**config.mk**
```make
export PLATFORM = sky130hd
export DESIGN_NAME = zol_sequencer
export DESIGN_NICKNAME = d
export VERILOG_FILES = /design/src/rtl/zol_pkg.sv /design/src/rtl/zol_ctrl.sv /design/src/rtl/zol_dp.sv /design/src/rtl/zol_sequencer.sv
export SDC_FILE = /design/constraint.sdc
export NUM_CORES = 1
export LEC_CHECK = 0
export ABC_CLOCK_PERIOD_IN_PS = 2500
export BUFFER_PORTS_ARGS = -buffer_cell sky130_fd_sc_hd__buf_4
export CORE_MARGIN = 3
export CORE_UTILIZATION = 52
export CTS_BUF_LIST = sky130_fd_sc_hd__clkbuf_2 sky130_fd_sc_hd__clkbuf_4 sky130_fd_sc_hd__clkbuf_8
export CTS_CLUSTER_SIZE = 28
export DETAILED_ROUTE_END_ITERATION = 10
export PLACE_DENSITY = 0.82
export SLEW_MARGIN = 20
export SYNTH_ARGS = -nofsm -noshare
export SYNTH_HDL_FRONTEND = slang
export SYNTH_SLANG_ARGS = --single-unit
```
**constraint.sdc**
```tcl
create_clock -name clk -period 2.5 [get_ports clk]
set_input_delay 0.5 -clock clk [delete_from_list [all_inputs] [get_ports clk]]
set_output_delay 0.5 -clock clk [all_outputs]
set_load 0.01 [all_outputs]
```
**src/rtl/zol_pkg.sv**
```systemverilog
package zol_pkg;

  typedef enum logic [1:0] {
    SEL_START   = 2'd0,
    SEL_END     = 2'd1,
    SEL_CNT_IMM = 2'd2,
    SEL_CNT_REG = 2'd3
  } regSel_e;

  typedef struct packed {
    logic ldStart;
    logic ldEnd;
    logic ldCount;
    logic cntFromImm;
    logic decCount;
    logic clrCount;
  } loopStrobe_t;

endpackage

```
**src/rtl/zol_ctrl.sv**
```systemverilog
module zol_ctrl
  import zol_pkg::*;
(
  input  logic        clk,
  input  logic        rst,
  input  logic        regWrEn,
  input  logic [1:0]  regWrSel,
  input  logic        fetchValid,
  input  logic        endHit,
  input  logic        countAboveOne,
  output loopStrobe_t strb,
  output logic        loopActive,
  output logic        redirectValid
);

  logic endEvent;
  logic wrStart;
  logic wrEnd;
  logic wrCntImm;
  logic wrCntReg;

  always_comb begin
    wrStart  = regWrEn && (regSel_e'(regWrSel) == SEL_START);
    wrEnd    = regWrEn && (regSel_e'(regWrSel) == SEL_END);
    wrCntImm = regWrEn && (regSel_e'(regWrSel) == SEL_CNT_IMM);
    wrCntReg = regWrEn && (regSel_e'(regWrSel) == SEL_CNT_REG);
  end

  // any register write suppresses loop-end handling in that cycle
  assign endEvent      = loopActive && fetchValid && endHit && !regWrEn;
  assign redirectValid = endEvent && countAboveOne;

  always_comb begin
    strb            = '0;
    strb.ldStart    = wrStart;
    strb.ldEnd      = wrEnd;
    strb.ldCount    = wrCntImm || wrCntReg;
    strb.cntFromImm = wrCntImm;
    strb.decCount   = redirectValid;
    strb.clrCount   = endEvent && !countAboveOne;
  end

  always_ff @(posedge clk) begin
    if (rst) begin
      loopActive <= 1'b0;
    end else if (strb.ldCount) begin
      loopActive <= 1'b1;
    end else if (strb.clrCount) begin
      loopActive <= 1'b0;
    end
  end


  redirect_needs_active_chk: assert property (@(posedge clk) disable iff (rst)
    redirectValid |-> (loopActive && fetchValid));


  count_write_arms_chk: assert property (@(posedge clk) disable iff (rst)
    (regWrEn && regWrSel[1]) |=> loopActive);


  write_blocks_redirect_chk: assert property (@(posedge clk) disable iff (rst)
    regWrEn |-> !redirectValid);

endmodule

```
**src/rtl/zol_dp.sv**
```systemverilog
module zol_dp
  import zol_pkg::*;
#(
  parameter int ADDR_W = 32,
  parameter int CNT_W  = 12,
  parameter int IMM_W  = 8
) (
  input  logic              clk,
  input  logic              rst,
  input  loopStrobe_t       strb,
  input  logic [ADDR_W-1:0] regWrData,
  input  logic [ADDR_W-1:0] fetchAddr,
  output logic              endHit,
  output logic              countAboveOne,
  output logic [ADDR_W-1:0] startAddr,
  output logic [CNT_W-1:0]  repeatCount
);

  localparam int PAD_W = CNT_W - IMM_W;

  logic [ADDR_W-1:0] endAddr;
  logic [CNT_W-1:0]  immCount;
  logic [CNT_W-1:0]  regCount;
  logic [CNT_W-1:0]  loadValue;

  generate
    if (PAD_W > 0) begin : g_padImm
      assign immCount = {{PAD_W{1'b0}}, regWrData[IMM_W-1:0]};
    end else begin : g_fullImm
      assign immCount = regWrData[CNT_W-1:0];
    end
  endgenerate

  assign regCount  = regWrData[CNT_W-1:0];
  assign loadValue = strb.cntFromImm ? immCount : regCount;

  always_ff @(posedge clk) begin
    if (rst) begin
      startAddr <= '0;
      endAddr   <= '0;
    end else begin
      if (strb.ldStart) startAddr <= regWrData;
      if (strb.ldEnd)   endAddr   <= regWrData;
    end
  end

  always_ff @(posedge clk) begin
    if (rst) begin
      repeatCount <= '0;
    end else if (strb.ldCount) begin
      repeatCount <= loadValue;
    end else if (strb.decCount) begin
      repeatCount <= repeatCount - 1'b1;
    end else if (strb.clrCount) begin
      repeatCount <= '0;
    end
  end

  assign endHit        = (fetchAddr == endAddr);
  assign countAboveOne = (repeatCount > CNT_W'(1));


  decrement_step_chk: assert property (@(posedge clk) disable iff (rst)
    strb.decCount |=> (repeatCount == $past(repeatCount) - 1'b1));


  final_pass_zero_chk: assert property (@(posedge clk) disable iff (rst)
    strb.clrCount |=> (repeatCount == '0));

endmodule

```
**src/rtl/zol_sequencer.sv**
```systemverilog
module zol_sequencer
  import zol_pkg::*;
#(
  parameter int ADDR_W = 32,
  parameter int CNT_W  = 12,
  parameter int IMM_W  = 8
) (
  input  logic              clk,
  input  logic              rst,
  input  logic              regWrEn,
  input  logic [1:0]        regWrSel,
  input  logic [ADDR_W-1:0] regWrData,
  input  logic              fetchValid,
  input  logic [ADDR_W-1:0] fetchAddr,
  output logic              redirectValid,
  output logic [ADDR_W-1:0] redirectTarget,
  output logic              loopActive,
  output logic [CNT_W-1:0]  repeatCount
);

  loopStrobe_t strb;
  logic endHit;
  logic countAboveOne;

  zol_ctrl i_ctrl (
    .clk           (clk),
    .rst           (rst),
    .regWrEn       (regWrEn),
    .regWrSel      (regWrSel),
    .fetchValid    (fetchValid),
    .endHit        (endHit),
    .countAboveOne (countAboveOne),
    .strb          (strb),
    .loopActive    (loopActive),
    .redirectValid (redirectValid)
  );

  zol_dp #(
    .ADDR_W (ADDR_W),
    .CNT_W  (CNT_W),
    .IMM_W  (IMM_W)
  ) i_dp (
    .clk           (clk),
    .rst           (rst),
    .strb          (strb),
    .regWrData     (regWrData),
    .fetchAddr     (fetchAddr),
    .endHit        (endHit),
    .countAboveOne (countAboveOne),
    .startAddr     (redirectTarget),
    .repeatCount   (repeatCount)
  );


  reset_clears_chk: assert property (@(posedge clk)
    rst |=> (repeatCount == '0 && !loopActive && redirectTarget == '0));


  idle_no_effect_chk: assert property (@(posedge clk) disable iff (rst)
    (!loopActive && !regWrEn) |=> (!loopActive && $stable(repeatCount)));


  invalid_fetch_hold_chk: assert property (@(posedge clk) disable iff (rst)
    (!fetchValid && !regWrEn) |=> ($stable(repeatCount) && $stable(loopActive)));

endmodule

```
* Yosys cells after proc, flatten, opt, wreduce, memory -nomap -nowiden
Index checks and enable logic that the tools add are counted. Widths: inputs -> output; s select.
Storage, ports and cells: bits in registers 77, input bits 70, logic and storage cells 31
Operators by class: add/sub/neg operators 1, $lt $le $gt $ge 1, equal/unequal tests 4, multiplexer cells 6, reductions and logical operators 15
Operator list (count):
- $mux 12 | 4
- $eq 32x32->1 | 1
- $gt 12x1->1 const B | 1
- $sub 12x1->12 const B | 1
- $logic_and 1x1->1 | 9
- $eq 2x2->1 const B | 2
- $reduce_bool 3->1 | 1
- $eq 2x1->1 const B | 1
- $logic_not 1->1 | 2
- $logic_not 2->1 | 1
- $mux 1 | 2
- $reduce_bool 2->1 | 1
- $logic_or 1x1->1 | 1

* Logic depth before layout (Yosys ltp)
Gate-level depths: netlist (run 1).
depth after elaboration 7, mapped depth 7, gate-level depth less buffers 7

* Modules after synthesis
From an unflattened synthesis (run 1), not the netlist that was laid out.
Unflattened totals: cell total of the unflattened synthesis 362, area, all modules 3473.3 um^2
Modules (own cells, without submodules):
- zol_dp | times used 1, cells an instance 346, area each 3345.7 um^2
- zol_ctrl | times used 1, cells an instance 16, area each 127.6 um^2

* Least setup slack after synthesis (run 1)
No wires, ideal clock.
path kind input to output, start input fetchAddr[22], end output redirectValid, arrival 1.594 ns, data required time 2.000 ns, slack 0.406 ns, cell stages on the path 4, cells stage by stage xor2_1 nor4_1 nand2_1 nor4_1
Between the ends: cells in the longest elaborated chain, start to end 4
RTL lines:
- from (decl) | RTL line zol_sequencer.sv:14 | input logic [ADDR_W-1:0] fetchAddr,
- $eq 32x32->1 | RTL line zol_dp.sv:59 | assign endHit = (fetchAddr == endAddr);
- $logic_and 1x1->1 (2 in series) | RTL line zol_ctrl.sv:30 | assign endEvent = loopActive && fetchValid && endHit && !regWrEn;
- $logic_and 1x1->1 | RTL line zol_ctrl.sv:31 | assign redirectValid = endEvent && countAboveOne;
- to (decl) | RTL line zol_sequencer.sv:15 | output logic redirectValid,
Every way passes these cells.

* Worst setup path in the final report (run 1)
start register i_dp.endAddr[31], end output redirectValid
Between the ends: cells in the longest elaborated chain, start to end 4
RTL lines:
- from (decl) | RTL line zol_dp.sv:21 | logic [ADDR_W-1:0] endAddr;
- from (signal assigned) | RTL line zol_dp.sv:43 | if (strb.ldEnd) endAddr <= regWrData;
- $eq 32x32->1 | RTL line zol_dp.sv:59
- $logic_and 1x1->1 (2 in series) | RTL line zol_ctrl.sv:30
- $logic_and 1x1->1 | RTL line zol_ctrl.sv:31
Every way passes these cells.

==> results of run 1 <==
-- flip-flops by register name, indices dropped and copies added, names as in the netlist --
signal	cells
i_dp.repeatCount	12
i_ctrl.loopActive	1
i_dp.startAddr	32
i_dp.endAddr	32
-- area by class of cell --
cell class / instances / area (sq um) / share of cell area (%)
clock inverter: 6 / 38.8 / 0.834
clock buffer: 10 / 131 / 2.83
tap: 75 / 93.8 / 2.02
inverter: 4 / 15.0 / 0.323
sequential: 77 / 1540 / 33.2
multi-input combinational: 333 / 1850 / 39.7
timing repair buffer: 129 / 981 / 21.1
-- layout by cell type, fill, tap and decap left out, types with 2 or more instances in the layout --
cell / count
nand2_1: 145
buf_4: 128
dfxtp_1: 75
a21oi_1: 65
xor2_1: 32
nor2_1: 11
clkbuf_8: 9
nand3_1: 7
nor4_2: 6
o211ai_1: 6
nor3_2: 5
and2_1: 5
nor3_1: 4
inv_1: 3
nand3b_1: 3
a31oi_1: 3
clkinv_2: 3
nor4_1: 2
xnor2_1: 2
nand4_1: 2
or4_1: 2
and3_1: 2
a221o_1: 2
nand2b_1: 2
a31o_1: 2
a211o_1: 2
or3_1: 2
a21o_1: 2
ha_1: 2
clkinvlp_4: 2
dfxtp_2: 2
-- repair_timing --
action | CTS | global route
hold buffers | 0 | 0
pin swaps | 0 | 0
resized for setup | 2 | 9
buffers inserted | 0 | 0
setup endpoints to repair | 1 | 1
-- power by group through the flow --
stage	sequential [W]	clock, W	combinational [W]
5_1_grt	0.00131	0.000894	0.000458
6_report	0.00130	0.000836	0.000418
3_3_place_gp	0.00133	0	0.000395
4_1_cts	0.00130	0.000846	0.000406
3_5_place_dp	0.00133	0	0.000402
2_1_floorplan	0.00134	0	0.000189
-- stage by stage --
stage	TNS, ns	area [sq um]	hold WS [ns]
final	0	4650	0.388
after global routing	-0.0436	4650	0.384
after CTS	0	4600	0.380
after detailed placement	0	4430	0.448
after global placement	0	4430	0.443
after floorplan	0	3440	0.448
-- critical path: cells and delay by family (launching register included) --
kind	cells	cell delay, ns
and+or+nand+nor	3	0.66
buffers and inverters	3	0.43
DFF	1	0.35
xor gates and xnor gates	1	0.19
-- cell families (layout without fill, tap and decap cells) --
family / count (synthesis) / after routing / synth area share [%]
and+or+nand+nor: 210 / 210 / 28.2
AOI/OAI and AO/OA: 87 / 87 / 14.6
DFF: 77 / 77 / 44.8
xor gates and xnor gates: 34 / 34 / 8.66
buffers and inverters: 27 / 149 / 2.98
adders and majority gates: 2 / 2 / 0.728
-- how the worst min path moves through the flow --
stage	from	end	slack (ns)	cells after the start
3_3_place_gp	i_dp.startAddr[27]	i_dp.startAddr[27]	0.44	2
4_1_cts	regWrData[8]	i_dp.repeatCount[8]	0.38	3
3_5_place_dp	i_dp.startAddr[21]	i_dp.startAddr[21]	0.45	2
2_1_floorplan	i_dp.endAddr[0]	i_dp.endAddr[0]	0.45	2
5_1_grt	regWrData[8]	i_dp.repeatCount[8]	0.38	3
6_report	regWrData[8]	i_dp.repeatCount[8]	0.39	3
-- routing by layer --
layer	up-vias	routed length (um)
li1	1698	-
met1	1595	4040
met2	143	4840
met3	21	816
met4	0	198
met5	-	0
==> results.json, run 1 <==
{
  "drt_iter0_drc": 158,
  "period_share_pct": 99.2,
  "use_met1_pct": 31.1,
  "start_util_pct": 55.8,
  "track_usage_pct": 26.1,
  "cp.arrival_ns": 1.98,
  "placementRows": 28,
  "drt-vias-per-instance": 5.45,
  "p_sw_share_pct": 28.2,
  "cts_made_buffers": 9,
  "cts_root_buf": "clkbuf_8",
  "reg2reg_slack_ns": 0.40,
  "port_buffers": 115,
  "crit_required_ns": 2.00,
  "crit_type": "reg -> out",
  "met2_usage_pct": 44.0,
  "busiest_layer": "met2",
  "die-height_um": 87.3,
  "fin_util_pct": 75.4,
  "p_seq_share_pct": 50.9,
  "synth-seq-cells": 77,
  "comb_power_share_pct": 16.3,
  "synth-warning-count": 0,
  "drc": 0,
  "gp_congestion": 0.884,
  "drv_slew": 0,
  "ios": 116,
  "final_nets": 626,
  "slowest_stage": "dfxtp_1",
  "finalHoldViolations": 0,
  "crit_path_start_kind": "flop",
  "routed_wl_mm": 9.90,
  "ant_nets": 0,
  "synthTopCellsByArea": "dfxtp_1 45%, nand2_1 16%, a21oi_1 9.5%",
  "yosys.cell_types.count": 45,
  "cts.reportedPaths.clkPinSlew_ns": 0.08,
  "powerDensity_nw_per_um2": 550,
  "synthToLayoutAreaGrowth_pct": 35.2,
  "drt_pass1_iterations": 5,
  "drv_cap": 0,
  "power_switching_w": 0.000720,
  "syn_nets": 509,
  "clock_sinks": 77,
  "period_needed_ns": 2.48,
  "diodes": 0,
  "irDropWorstVdd_v": 0.000427,
  "slew_headroom_pct": 62.1,
  "cts_tree": "done",
  "p_int_w": 0.00184,
  "power_w": 0.00256,
  "synthTopCellsByCount": "145 x nand2_1, 77 x dfxtp_1, 65 x a21oi_1",
  "end_kind": "output pin",
  "die_x_um": 87.3,
  "core-area_sq_um": 6170,
  "r2r_start": "i_dp.endAddr[31]",
  "grt_max_degree": 40,
  "grt_pass1_vias": 3432,
  "dpl.cell_count": 618,
  "path_cells": "xor2_1, nor4_2, buf_4, nand4_1, nor4_2, buf_4, buf_4",
  "synth_edf_count": 0,
  "fillCellCount": 493,
  "drive_gt1_share_pct": 29.3,
  "wl_per_cell_um": 15.6,
  "status": "completed",
  "synth_ff_type": "dfxtp_1",
  "dp_hpwl_mm": 7.24,
  "synthesis.area_sq_um": 3440,
  "crit_top_cell": "buf_4",
  "dr_total_vias": 3457,
  "crit_start": "i_dp.endAddr[31]",
  "critical_path_peak_fanout": 2,
  "finalSetupViolCount": 0,
  "setup_ws_ns": 0.0199,
  "async_flop_share_pct": 0,
  "met3_usage_pct": 8.14,
  "r2r-end": "i_dp.repeatCount[7]",
  "antenna_found_initial": 0,
  "cts-htree-levels": 3,
  "tightest_slew_ns": 0.566,
  "dieArea_sq_um": 7620,
  "synth_top_area_share_pct": 44.8,
  "fmax_ghz": 0.403,
  "synthCells": 437,
  "grt_pass1_wl_mm": 15.7,
  "instances_no_fill": 634,
  "synth_seq_area_share_pct": 44.8,
  "grt_overflow": 0,
  "leakage_nw": 2.02,
  "clkLatencyLatePin_ns": 0.35,
  "pre_cts_ws_ns": 0.105,
  "r2r_cells": 7,
  "cp-endpoint": "redirectValid",
  "clockBufferDepth": 2,
  "avgSynthCellArea_sq_um": 7.87,
  "hold_class": "in -> reg",
  "synthMostInstantiatedCell": "nand2_1",
  "power.share.clock_pct": 32.7,
  "yosysTopAreaCell": "dfxtp_1",
  "clock_skew_ns": 0.00756,
  "slowest_delay_ns": 0.35
}
No activity file was read; power rests on OpenSTA's default activity.
==> inputs of run 2 (changes only) <==
--- a/config.mk
+++ b/config.mk
@@ -13,6 +13,7 @@
 export CTS_CLUSTER_SIZE = 28
 export DETAILED_ROUTE_END_ITERATION = 10
 export PLACE_DENSITY = 0.82
+export SETUP_SLACK_MARGIN = 0.5
 export SLEW_MARGIN = 20
 export SYNTH_ARGS = -nofsm -noshare
 export SYNTH_HDL_FRONTEND = slang
==> run 2 against run 1 <==
  * First-iteration DRC count up 11%
  * Combinational power up 4%
  * Clock skew down 0.00083 ns
  * Sequential power about the same
  * Hold slack better by 0.0082 ns
  * Largest cell class unchanged
==> results.json, run 2 (synthesis results as in run 1) <==
{
  "status": "completed",
  "tightest_slew_ns": 0.661,
  "critPathBufInv": 1,
  "fmax_ghz": 0.416,
  "die_x_um": 87.3,
  "clockBufferDepth": 2,
  "cts_root_buf": "clkbuf_8",
  "slew_headroom_pct": 55.8,
  "layout_common_cells": "145 x nand2_1, 130 x buf_4, 70 x dfxtp_1, 65 x a21oi_1, 32 x xor2_1",
  "antenna_found_initial": 0,
  "gp_congestion": 0.906,
  "drv_slew": 0,
  "hold_buffers": 0,
  "cp.arrival_ns": 1.90,
  "powerDensity_nw_per_um2": 547,
  "end_kind": "output pin",
  "cp_top_family": "simple AND/OR/NAND/NOR gates",
  "routed_wl_mm": 9.88,
  "path_cells": "xor2_1, nor4_1, nand2_1, nor4_4, buf_4",
  "grt_overflow": 0,
  "hold_class": "in -> reg",
  "dpl.cell_count": 617,
  "period_needed_ns": 2.40,
  "layout_commonest_cell": "nand2_1",
  "clock_skew_ns": 0.00672,
  "diodes": 0,
  "drive_gt1_share_pct": 31.5,
  "slowest_delay_ns": 0.37,
  "reg.largest.list": "i_dp.endAddr (32), i_dp.startAddr (32), i_dp.repeatCount (12)",
  "period_share_pct": 96.0,
  "dp_hpwl_mm": 7.29,
  "grt_pass1_vias": 3407,
  "final_nets": 629,
  "drt_iter0_drc": 175,
  "cts.reportedPaths.clkPinSlew_ns": 0.08,
  "pre_cts_ws_ns": 0.0544,
  "core-area_sq_um": 6170,
  "placementRows": 28,
  "hp-start": "regWrData[8]",
  "grt_max_degree": 49,
  "instances_no_fill": 637,
  "track_usage_pct": 26.1,
  "cts_tree": "done",
  "rsz0062_at_grt": "yes",
  "finalSetupViolCount": 0,
  "dr_total_vias": 3459,
  "crit_type": "reg -> out",
  "drc": 0,
  "dieArea_sq_um": 7620,
  "wl_per_cell_um": 15.5,
  "slowest_stage": "nor4_1",
  "drv_cap": 0,
  "critical_path_peak_fanout": 2,
  "clkLatencyLatePin_ns": 0.35,
  "leakage_nw": 2.04,
  "clock_sinks": 77,
  "cts-htree-levels": 3,
  "die-height_um": 87.3,
  "ant_nets": 0,
  "crit_path_start_kind": "flop",
  "grt_pass1_wl_mm": 15.6,
  "port_buffers": 115,
  "crit_required_ns": 2.00,
  "start_util_pct": 55.8,
  "setup_ws_ns": 0.0988,
  "fin_setup_tns_ns": 0,
  "drt-vias-per-instance": 5.43,
  "drt_pass1_iterations": 4,
  "cts_made_buffers": 9,
  "irDropWorstVdd_v": 0.000376,
  "crit_start": "i_dp.endAddr[16]",
  "r2r_start": "i_dp.endAddr[31]",
  "synthToLayoutAreaGrowth_pct": 37.7,
  "ios": 116,
  "finalHoldViolations": 0
}
## run 2: path summary, 6_finish.rpt
check | endpoint | slack (ns) | depth (start not counted)
max | redirectValid | 0.1 | 5
min | i_dp.repeatCount[8] | 0.40 | 3
max reg2reg | i_dp.repeatCount[1] | 0.48 | 9
min reg2reg | i_dp.startAddr[29] | 0.46 | 2
## run 2: cell type report
type                            instances  area [sq um]
Sequential cell                        77          1550
Clock buffer                           11           139
Inverter                                4          15.0
Multi-Input combinational cell        333          1900
Tap cell                               75          93.8
Timing Repair Buffer                  132           998
Clock inverter                          5          37.5
Fill cell                             479          1430
## run 2: routing by layer
layer | global-route usage, % | share of wire, % | vias to the layer above
met5 | 0 | 0 | -
met4 | 11.9 | 2.5 | 0
met3 | 7.19 | 9.0 | 22
met2 | 43.6 | 48 | 138
met1 | 31.1 | 40 | 1588
li1 | - | - | 1711
## run 2: metrics by stage
step                      instance area (sq um)  hold WS [ns]  total power, W  utilization [%]
after floorplan                            3440         0.448         0.00153                -
after global placement                     4420         0.444         0.00172             71.6
after detailed placement                   4420         0.448         0.00173             71.6
after CTS                                  4650         0.388         0.00258             75.4
after global routing                       4730         0.396         0.00270             76.8
final                                      4730         0.396         0.00259             76.8
## run 2: power by group
group | total [W] | switching, W | internal (W)
registers | 0.00130 | 0.0000357 | 0.00127
logic | 0.000433 | 0.000222 | 0.000211
clock network | 0.000849 | 0.000465 | 0.000384
## run 2: worst register-to-register path, stage by stage (launching register included)
cell	delay, ns
dfxtp_2	0.33
xor2_1	0.14
nor4_2	0.34
buf_4	0.17
nand4_1	0.15
buf_4	0.18
nor3_2	0.12
buf_6	0.17
nand2_1	0.11
o221ai_1	0.22
## run 2: what timing repair did
| item | in CTS | in global routing |
|---|---|---|
| setup endpoints to repair | 6 | 10 |
| gates resized for setup | 14 | 13 |
| setup buffers | 0 | 4 |
| pin swaps | 3 | 4 |
==> inputs of run 3 (changes only) <==
--- a/config.mk
+++ b/config.mk
@@ -7,6 +7,7 @@
 export LEC_CHECK = 0
 export ABC_CLOCK_PERIOD_IN_PS = 2500
 export BUFFER_PORTS_ARGS = -buffer_cell sky130_fd_sc_hd__buf_4
+export CORE_ASPECT_RATIO = 2
 export CORE_MARGIN = 3
 export CORE_UTILIZATION = 52
 export CTS_BUF_LIST = sky130_fd_sc_hd__clkbuf_2 sky130_fd_sc_hd__clkbuf_4 sky130_fd_sc_hd__clkbuf_8
==> run 3 against run 2 <==
  * Hold slack worse by 0.0031 ns
  * Sequential cell count unchanged
  * Cell count increased by 1.7%
  * Routed wire length increased by 6.8%
  * Non-clock buffer count unchanged
  * Die area up 0.78%
  * Largest power group unchanged
==> results.json, run 3 (synthesis results as in run 1) <==
{
  "clockBufferDepth": 2,
  "die_x_um": 63.5,
  "diodes": 0,
  "port_buffers": 115,
  "drv_slew": 0,
  "grt_pass1_vias": 3402,
  "crit_top_cell": "buf_4",
  "cts-htree-levels": 3,
  "cts_tree": "done",
  "start_util_pct": 54.1,
  "r2r_start": "i_dp.endAddr[9]",
  "clkLatencyLatePin_ns": 0.36,
  "ant_nets": 0,
  "dieArea_sq_um": 7680,
  "status": "completed",
  "fin_util_pct": 75.7,
  "hp-start": "regWrData[28]",
  "fin_setup_tns_ns": 0,
  "power_w": 0.00269,
  "track_usage_pct": 27.9,
  "finalSetupViolCount": 0,
  "drt-vias-per-instance": 5.41,
  "layout_common_cells": "142 x nand2_1, 126 x buf_4, 70 x dfxtp_1, 65 x a21oi_1, 31 x xor2_1",
  "die-height_um": 121,
  "reg2reg_slack_ns": 0.36,
  "r2r_cells": 8,
  "hold_class": "in -> reg",
  "clock_sinks": 77,
  "layout_commonest_cell": "nand2_1",
  "synthToLayoutAreaGrowth_pct": 40.0,
  "drc": 0,
  "placementRows": 41,
  "instances_no_fill": 648,
  "drt_pass1_iterations": 5,
  "crit_required_ns": 2.00,
  "final_nets": 629,
  "dpl.cell_count": 625,
  "dp_hpwl_mm": 7.92,
  "drv_cap": 0,
  "path_cells": "xor2_1, nor4_2, buf_4, nand4_1, nor4_4, buf_4",
  "powerDensity_nw_per_um2": 558,
  "drive_gt1_share_pct": 32.4,
  "leakage_nw": 2.08,
  "critical_path_peak_fanout": 2,
  "cp-endpoint": "redirectValid",
  "clock_skew_ns": 0.0113,
  "end_kind": "output pin",
  "finalHoldViolations": 0,
  "period_needed_ns": 2.38,
  "gp_congestion": 0.904,
  "wl_per_cell_um": 16.3,
  "grt_max_degree": 51,
  "grt_pass1_wl_mm": 16.3,
  "setup_ws_ns": 0.123,
  "cts_made_buffers": 9,
  "cts.reportedPaths.clkPinSlew_ns": 0.08,
  "tightest_slew_ns": 0.693,
  "ios": 116,
  "drt_iter0_drc": 296,
  "reg.largest.list": "i_dp.endAddr (32), i_dp.startAddr (32), i_dp.repeatCount (12)",
  "crit_start": "i_dp.endAddr[31]",
  "cp.arrival_ns": 1.88,
  "slowest_delay_ns": 0.33,
  "routed_wl_mm": 10.6,
  "crit_type": "reg -> out",
  "antenna_found_initial": 0,
  "dr_total_vias": 3505,
  "cts_root_buf": "clkbuf_8",
  "core-area_sq_um": 6360,
  "crit_path_start_kind": "flop",
  "rsz0062_at_grt": "yes",
  "irDropWorstVdd_v": 0.000509,
  "r2r-end": "i_dp.repeatCount[7]",
  "grt_overflow": 0,
  "period_share_pct": 95.1,
  "fmax_ghz": 0.421,
  "pre_cts_ws_ns": 0.0294,
  "slew_headroom_pct": 53.8,
  "slowest_stage": "dfxtp_2"
}
[run 3: cell count changes in the layout (fill, tap and decap cells not counted), sizes merged]
cell / change
clkinv: -1
clkinvlp: -1
bufinv: +1
inv: +1
[run 3: power breakdown]
group / leakage, nW / total, W / internal (W) / switching (W)
Sequential: 0.630 / 0.00131 / 0.00127 / 0.0000371
Combinational: 1.35 / 0.000440 / 0.000211 / 0.000229
Clock: 0.101 / 0.000943 / 0.000487 / 0.000456
[run 3: how the worst min path moves through the flow]
stage	endpoint	slack, ns	cells after the start
finish	i_dp.startAddr[28]	0.39	3
global route	i_dp.endAddr[31]	0.37	3
CTS	i_dp.repeatCount[8]	0.38	3
detailed placement	i_dp.startAddr[3]	0.45	2
global placement	i_dp.startAddr[3]	0.44	2
floorplan	i_dp.endAddr[0]	0.45	2
[run 3: layout make-up]
cell class	instances	area (sq um)
flip-flops and latches	77	1550
repair buffers	132	1020
inverters	4	15.0
multi-input cells	333	1920
clock buffers	11	139
fillers	525	1550
clock inverters	5	60.1
well taps	86	108
[run 3: stage by stage]
stage	hold WS (ns)	instance area (sq um)
2_1_floorplan	0.448	3440
3_3_place_gp	0.443	4420
3_5_place_dp	0.448	4420
4_1_cts	0.383	4680
5_1_grt	0.371	4810
6_report	0.393	4810
[run 3: timing repair]
action                     4_1_cts  5_1_grt
setup buffers                    3        4
hold buffers                     0        0
setup endpoints to repair       10       14
hold endpoints to repair         0        0
pin swaps                        1       11
gates resized for setup          9       25
[run 3: worst max-delay path, delay by kind of cell, from the launching register on]
kind | cells | cell delay [ns]
simple gates | 3 | 0.67
xor+xnor | 1 | 0.16
buf+inv | 2 | 0.34
flops | 1 | 0.33
[run 3: per-layer routing]
layer / GRT usage (%) / vias to the layer above / share of wire [%]
met5: 0 / - / 0
met4: 17.2 / 0 / 6.4
met3: 5.10 / 43 / 4.3
met2: 52.2 / 128 / 57
met1: 27.4 / 1627 / 33
li1: - / 1707 / -
